File: src/rtl/splitPkg.sv
package splitPkg;
  localparam int BYTE_W = 8;
  localparam int WORD_W = 16;

  typedef enum logic [1:0] {
    ST_IDLE   = 2'd0,
    ST_DELAY  = 2'd1,
    ST_STROBE = 2'd2,
    ST_DONE   = 2'd3
  } stateT;

  typedef struct packed {
    logic load;     // capture host address and write data
    logic split;    // current access is split into two bytes
    logic byteSel;  // 0 = low byte cycle, 1 = high byte cycle
    logic capLo;    // latch low read byte
    logic capWord;  // latch final read word
  } ctlT;
endpackage

File: src/rtl/splitCtrl.sv
module splitCtrl
  import splitPkg::*;
#(
  parameter int WIDTH_W = 3,
  parameter int DELAY_W = 3
) (
  input  logic               clk,
  input  logic               rstN,
  input  logic               hostReq,
  input  logic               hostWe,
  input  logic               hostCeHi,
  input  logic               hostAddrLsb,
  input  logic               memMode,
  input  logic               cfgSplitEn,
  input  logic               cfgBhePol,
  input  logic [WIDTH_W-1:0] cfgWidth,
  input  logic [DELAY_W-1:0] cfgDelay,
  input  logic               perReady,
  output ctlT                ctl,
  output logic               hostWait,
  output logic               perRd,
  output logic               perWr,
  output logic               perBhe
);
  localparam int CNT_W = (WIDTH_W > DELAY_W) ? WIDTH_W : DELAY_W;

  stateT             state;
  logic [CNT_W-1:0]  cnt;
  logic              byteIdx;
  logic              splitQ;
  logic              weQ;
  logic              ceHiQ;
  logic              splitNow;
  logic              delayDone;
  logic              strobeEnd;
  logic              lastByte;

  assign splitNow  = cfgSplitEn && memMode && hostCeHi && !hostAddrLsb;
  assign delayDone = (state == ST_DELAY) && (cnt >= CNT_W'(cfgDelay));
  assign strobeEnd = (state == ST_STROBE) && (cnt >= CNT_W'(cfgWidth)) && perReady;
  assign lastByte  = !splitQ || byteIdx;

  always_ff @(posedge clk or negedge rstN) begin
    if (!rstN) begin
      state   <= ST_IDLE;
      cnt     <= '0;
      byteIdx <= 1'b0;
      splitQ  <= 1'b0;
      weQ     <= 1'b0;
      ceHiQ   <= 1'b0;
    end else begin
      unique case (state)
        ST_IDLE: begin
          if (hostReq) begin
            state   <= ST_DELAY;
            cnt     <= '0;
            byteIdx <= 1'b0;
            splitQ  <= splitNow;
            weQ     <= hostWe;
            ceHiQ   <= hostCeHi;
          end
        end
        ST_DELAY: begin
          if (delayDone) begin
            state <= ST_STROBE;
            cnt   <= '0;
          end else begin
            cnt <= cnt + 1'b1;
          end
        end
        ST_STROBE: begin
          if (strobeEnd) begin
            cnt <= '0;
            if (lastByte) begin
              state <= ST_DONE;
            end else begin
              state   <= ST_DELAY;
              byteIdx <= 1'b1;
            end
          end else if (cnt != '1) begin
            cnt <= cnt + 1'b1;
          end
        end
        default: state <= ST_IDLE;
      endcase
    end
  end

  always_comb begin
    ctl.load    = (state == ST_IDLE) && hostReq;
    ctl.split   = splitQ;
    ctl.byteSel = byteIdx;
    ctl.capLo   = strobeEnd && !weQ && !lastByte;
    ctl.capWord = strobeEnd && !weQ && lastByte;
  end

  assign hostWait = (state == ST_DELAY) || (state == ST_STROBE);
  assign perRd    = (state == ST_STROBE) && !weQ;
  assign perWr    = (state == ST_STROBE) && weQ;
  assign perBhe   = (hostWait && (splitQ ? byteIdx : ceHiQ)) ^ cfgBhePol;
endmodule

File: src/rtl/splitData.sv
module splitData
  import splitPkg::*;
#(
  parameter int LOC_AW = 3
) (
  input  logic                clk,
  input  logic                rstN,
  input  ctlT                 ctl,
  input  logic                cfgAddrShift,
  input  logic [LOC_AW:0]     hostAddr,
  input  logic [WORD_W-1:0]   hostWdata,
  input  logic [BYTE_W-1:0]   perRdata,
  output logic [LOC_AW-1:0]   perAddr,
  output logic [BYTE_W-1:0]   perWdata,
  output logic [WORD_W-1:0]   hostRdata
);
  logic [LOC_AW:0]     addrQ;
  logic [WORD_W-1:0]   wdataQ;
  logic [BYTE_W-1:0]   loByte;
  logic [LOC_AW-1:0]   baseAddr;

  always_ff @(posedge clk or negedge rstN) begin
    if (!rstN) begin
      addrQ     <= '0;
      wdataQ    <= '0;
      loByte    <= '0;
      hostRdata <= '0;
    end else begin
      if (ctl.load) begin
        addrQ  <= hostAddr;
        wdataQ <= hostWdata;
      end
      if (ctl.capLo) loByte <= perRdata;
      if (ctl.capWord) begin
        hostRdata <= ctl.split ? {perRdata, loByte} : {{BYTE_W{1'b0}}, perRdata};
      end
    end
  end

  assign baseAddr = cfgAddrShift ? addrQ[LOC_AW:1] : addrQ[LOC_AW-1:0];
  assign perAddr  = ctl.split ? {baseAddr[LOC_AW-1:1], ctl.byteSel} : baseAddr;
  assign perWdata = (ctl.split && ctl.byteSel) ? wdataQ[WORD_W-1:BYTE_W] : wdataQ[BYTE_W-1:0];
endmodule

File: src/rtl/hostBusSplitter.sv
module hostBusSplitter
  import splitPkg::*;
#(
  parameter int LOC_AW  = 3,
  parameter int WIDTH_W = 3,
  parameter int DELAY_W = 3
) (
  input  logic               clk,
  input  logic               rstN,
  input  logic               ctlWe,
  input  logic               ctlSplitEn,
  input  logic               ctlAddrShift,
  input  logic               ctlBhePol,
  input  logic [WIDTH_W-1:0] ctlWidth,
  input  logic [DELAY_W-1:0] ctlDelay,
  input  logic               memMode,
  input  logic               hostReq,
  input  logic               hostWe,
  input  logic               hostCeHi,
  input  logic [LOC_AW:0]    hostAddr,
  input  logic [15:0]        hostWdata,
  output logic               hostWait,
  output logic [15:0]        hostRdata,
  output logic [LOC_AW-1:0]  perAddr,
  output logic [7:0]         perWdata,
  input  logic [7:0]         perRdata,
  output logic               perRd,
  output logic               perWr,
  output logic               perBhe,
  input  logic               perReady
);
  logic               cfgSplitEn;
  logic               cfgAddrShift;
  logic               cfgBhePol;
  logic [WIDTH_W-1:0] cfgWidth;
  logic [DELAY_W-1:0] cfgDelay;
  ctlT                ctl;

  always_ff @(posedge clk or negedge rstN) begin
    if (!rstN) begin
      cfgSplitEn   <= 1'b0;
      cfgAddrShift <= 1'b0;
      cfgBhePol    <= 1'b0;
      cfgWidth     <= '0;
      cfgDelay     <= '0;
    end else if (ctlWe) begin
      cfgSplitEn   <= ctlSplitEn;
      cfgAddrShift <= ctlAddrShift;
      cfgBhePol    <= ctlBhePol;
      cfgWidth     <= ctlWidth;
      cfgDelay     <= ctlDelay;
    end
  end

  splitCtrl #(.WIDTH_W(WIDTH_W), .DELAY_W(DELAY_W)) u_ctrl (
    .clk(clk), .rstN(rstN),
    .hostReq(hostReq), .hostWe(hostWe), .hostCeHi(hostCeHi),
    .hostAddrLsb(hostAddr[0]), .memMode(memMode),
    .cfgSplitEn(cfgSplitEn), .cfgBhePol(cfgBhePol),
    .cfgWidth(cfgWidth), .cfgDelay(cfgDelay),
    .perReady(perReady), .ctl(ctl),
    .hostWait(hostWait), .perRd(perRd), .perWr(perWr), .perBhe(perBhe)
  );

  splitData #(.LOC_AW(LOC_AW)) u_data (
    .clk(clk), .rstN(rstN), .ctl(ctl),
    .cfgAddrShift(cfgAddrShift), .hostAddr(hostAddr), .hostWdata(hostWdata),
    .perRdata(perRdata), .perAddr(perAddr), .perWdata(perWdata),
    .hostRdata(hostRdata)
  );
endmodule

File: config.mk
export PLATFORM = sky130hd
export DESIGN_NAME = hostBusSplitter
export DESIGN_NICKNAME = d
export VERILOG_FILES = /design/src/rtl/splitPkg.sv /design/src/rtl/splitCtrl.sv /design/src/rtl/splitData.sv /design/src/rtl/hostBusSplitter.sv
export SDC_FILE = /design/constraint.sdc
export NUM_CORES = 1
export LEC_CHECK = 0
export BUFFER_PORTS_ARGS = -buffer_cell sky130_fd_sc_hd__buf_2
export CORE_ASPECT_RATIO = 1.5
export CORE_MARGIN = 4
export CORE_UTILIZATION = 45
export DETAILED_ROUTE_END_ITERATION = 6
export PLACE_DENSITY = 0.69
export RECOVER_POWER = 25
export SLEW_MARGIN = 15
export SYNTH_ARGS = -nofsm -noshare
export SYNTH_HDL_FRONTEND = slang
export SYNTH_HIERARCHICAL = 1
export SYNTH_SLANG_ARGS = --single-unit
File: constraint.sdc
create_clock -name clk -period 3.23 [get_ports clk]
set_clock_uncertainty 0.15 [all_clocks]
set_input_delay 0.1615 -clock clk [delete_from_list [all_inputs] [get_ports clk]]
set_output_delay 0.1615 -clock clk [all_outputs]
set_load 0.02 [all_outputs]
# Word level (Yosys, flattened, before mapping)
# Cells that the tools add are included.
# W data, S select, Z words.
[totals]
reg_bits = 62
wordCells = 73
[op_classes]
n_addsub = 1
n_lt_le_gt_ge = 2
eq_ne = 8
mux = 19
bitwise_logic = 1
n_reduce_logical = 27
[ops]
columns = ["op", "n"]
rows = [
  ["$mux W16", 1],
  ["$mux W3", 5],
  ["$logic_and A1 B1 Y1", 14],
  ["$pmux W3 S3", 1],
  ["$mux W2", 4],
  ["$mux W8", 1],
  ["$ge A3 B3 Y1", 2],
  ["$pmux W2 S3", 1],
  ["$reduce_and A3 Y1", 2],
  ["$mux W1", 5],
  ["$logic_not A1 Y1", 4],
  ["$ne A2 B1 Y1 const B", 2],
  ["$ne A2 B2 Y1 const B", 2],
  ["$reduce_and A4 Y1", 1],
  ["$add A3 B1 Y3 const B", 1],
  ["$ne A3 B1 Y1 const B", 1],
  ["$ne A3 B3 Y1 const B", 1],
  ["$reduce_bool A3 Y1", 1],
  ["$eq A2 B1 Y1 const B", 1],
  ["$eq A2 B2 Y1 const B", 1],
  ["$logic_not A2 Y1", 1],
  ["$logic_or A1 B1 Y1", 2],
  ["$pmux W1 S2", 1],
  ["$reduce_and A2 Y1", 1],
  ["other kinds (2)", 2],
]

# Logic depth before layout (Yosys ltp)
[depth]
ltp_word = 5
ltp_mapped = 9

# Cells and area by module
# The synthesis kept the hierarchy.
[by_module_without_submodules]
columns = ["module", "n_inst", "cells_per_inst", "area_each_um2", "seq_area_each_um2"]
rows = [
  ["splitData", 1, 141, 1915.6, 1101.1],
  ["splitCtrl", 1, 87, 790.8, 225.2],
  ["hostBusSplitter", 1, 19, 371.6, 225.2],
]

# Worst setup path before layout
# Ideal clock, no wire load.
[synth_path]
kind = "reg-to-reg"
from = "register u_ctrl.cnt[0]"
to = "register u_data.hostRdata[2]"
arrival_ns = 1.727
t_required_ns = 3.003
setup_slack_ns = 1.276
stages_incl_launch_ff = 10
n_path_buf = 1
synth_period_minus_slack_ns = 1.954
cell_sequence = "dfrtp_1 > inv_1 > ha_1 > nor3b_1 > o21ai_0 > nand2_1 > nor3b_1 > buf_2 > nor2_1 > a21oi_1"
[synth_rtl]
columns = ["item", "line_no", "rtl"]
rows = [
  ["start: declaration", "splitCtrl.sv:28", "logic [CNT_W-1:0] cnt;"],
  ["start signal: assignment", "splitCtrl.sv:68", "cnt <= cnt + 1'b1;"],
  ["start signal: assignment", "splitCtrl.sv:81", "cnt <= cnt + 1'b1;"],
  ["end signal: assignment", "splitData.sv:35", "hostRdata <= ctl.split ? {perRdata, loByte} : {{BYTE_W{1'b0}}, perRdata};"],
  ["end: declaration", "splitData.sv:15", "output logic [WORD_W-1:0] hostRdata"],
]

==> results.ini <==
[sta]
clock.fmax_ghz=0.3667
fin_crit_ns=2.727
hold_viol=0
grt_setup_unrepaired=no
finalCritPeriodShare_pct=84.44
slew_headroom_pct=22.10
tightest_slew_ns=1.160
tns_ns=0
finalWorstSetupSlack_ns=0.5027
setup_violations=0
drv_slew=0

[floorplan]
num_io_pins=76
die_area_sq_mm=0.008254
fp.dieH_um=109.3
die_x_um=75.53
initial_core_util_pct=46.80
rows=36
design.core.area_sq_mm=0.006576

[cells_and_area]
drive_gt1_share_pct=36.76
stdcell_count=446
fin_area_sq_mm=0.004085
syn_to_final_growth_pct=32.72
final_nets=423
n_antenna_cell=0

[clock_tree]
cts_buffers=9
postCtsSetupBuffers=0
ctsResizeCount=0
cts_max_level=3
tritoncts=built
postCtsHoldBufs=41
clkLatencyLatePin_ns=0.34
cts_buffer_depth=2
path_clk_slew_ns=0.07
cts_root_buf=clkbuf_8
cts.sinks=62

[run]
maxCapViolCount=0

[critical_path]
setup.worst_path.end_class=register
worst_setup_path_start_kind=register
cp.required_ns=3.30
cp.arrival_ns=2.79
critical_path_class=register to register
crit_chain=inv_1, ha_1, nand2b_1, nor3_1, mux2_2
path_max_fanout=11
path_buf_inv=1
cpPeakStageDelay_ns=0.94
critical-path-top-delay-family=simple AND/OR/NAND/NOR gates
cp_slowest_cell=nor3_1

[global_routing]
gr-total-overflow=0
grt_pass1_vias=2334
antenna_found_initial=0
grt_use_total_pct=18.59
grt_start_max_net_pins=33
grt_pass1_wl_mm=11.30

[drt]
wl_mm=7.097
drc=0
ant_nets=0
wire_per_inst_um=15.91
drt-vias-per-instance=5.054
vias=2254
drtIter0Drc=99
drt_pass1_iterations=4

[power]
vdd_drop_max_uv=492.1
p_leak_nw=1.964
power_density_mw_per_mm2=829.5

[synth]
ys_seq_elements=62
synthesis.nets=304
yosysSeqAreaShare_pct=50.41
yosys.area.top_type_share_pct=50.41
netlist-cell-type-count=36
syn_area_per_cell_sq_um=12.46
synth-async-reset-ratio_pct=100.0
synth_largest_area_cell=dfrtp_1
synth_warnings=6
syn_inst=247
syn_area_sq_mm=0.003078
yosysMostFrequentCell=dfrtp_1
synth-main-ff-cell=dfrtp_1
yosys-top-cells-count=dfrtp_1, mux2_2, inv_1, mux2_4, o21ai_0
synth_edf_count=0
synth_area_leaders=dfrtp_1, mux2_2, mux2_4

[placement]
place_congestion=0.7905
placed_area_sq_mm=0.003488
pre_cts_ws_ns=0.5295
place_hpwl_mm=4.657
dp_cells=390
io_buffers=75

[status]
status=completed

[hold_path]
hp-class=input pin to register

-- cell families (layout without fill, tap and decap cells) --
family / Yosys count / after routing / share of synthesized area [%]
XOR/XNOR: 1 / 1 / 0.2846
buffers and inverters: 32 / 155 / 5.528
flip-flops: 62 / 62 / 50.41
AO/OA/AOI/OAI: 32 / 32 / 6.586
AND/OR/NAND/NOR: 48 / 48 / 8.700
multiplexers: 60 / 60 / 23.62
adder cells (fa/ha/maj): 12 / 12 / 4.878
-- power breakdown --
group          leakage (nW)  internal, mW  switching (mW)
sequential            0.761          1.07           0.172
clock                 0.109         0.473           0.293
combinational          1.09         0.621           0.762
total                  1.96          2.16            1.23
-- metrics by stage --
step | power [mW] | utilization (%) | hold slack (ns)
finish | 3.389 | 62.12 | 0.05748
detailed placement | 2.605 | 53.04 | -0.02561
floorplan | 2.208 | - | -0.2841
CTS | 3.421 | 62.67 | 0.04123
global placement | 2.563 | 53.04 | -0.03415
global route | 3.602 | 62.12 | 0.09463
-- worst min-delay path: stages --
cell and delay (ns):
buf_2 0.12, nand2_1 0.11, o21ai_0 0.10
-- final cells by class --
class | instances | area [sq um]
inverters | 20 | 75.07
fillers | 525 | 2491
repair buffers | 120 | 809.5
clock buffers | 12 | 155.1
well taps | 76 | 95.09
flip-flops and latches | 62 | 1551
clock inverters | 3 | 67.56
multi-input cells | 153 | 1331
-- routing by layer --
layer	part of all wire [%]	global-route usage (%)	wire length, um
met5	0	0	0
met4	1.7	8.000	120
met3	5.3	5.581	376
met2	53	31.15	3779
met1	40	21.61	2820
-- path summary, 6_finish.rpt --
path,start,slack (ns),cells past startpoint,to
hold reg to reg,cfgWidth[2],0.34,1,cfgWidth[2]
setup / recovery,u_ctrl/state[0],0.50,5,u_data/loByte[5]
hold / removal,perReady,0.06,3,u_ctrl/byteIdx
min in group asynchronous,rstN,0.36,2,u_data/hostRdata[9]
setup reg to reg,u_ctrl/state[0],0.50,5,u_data/loByte[5]
max in group asynchronous,rstN,1.19,3,u_data/wdataQ[4]
-- state kept, by name (all words and copies together) (netlist names), 2 cells and up --
register and flops:
u_data/loByte 8, u_data/addrQ 4, cfgWidth 3, u_ctrl/cnt 3, u_ctrl/state 2, u_data/hostRdata 16
u_data/wdataQ 16, cfgDelay 3
-- layout by cell type (no fill, tap or decap), types with 2 or more instances in the layout --
master	netlist	layout
buf_2	6	73
dfrtp_1	62	62
dlygate4sd3_1	0	41
mux2_2	33	33
inv_1	20	20
o21ai_0	14	14
ha_1	12	12
clkbuf_8	0	11
nand3_1	10	10
mux2i_1	10	10
mux2_4	17	9
nand2_1	9	9
nor2_1	9	9
mux2_1	0	8
a21oi_1	8	8
nand2b_1	5	5
clkbuf_1	0	4
nor3_1	4	4
buf_4	3	3
a32o_1	3	3
bufinv_16	0	2
(Power assumes the default switching activity.)
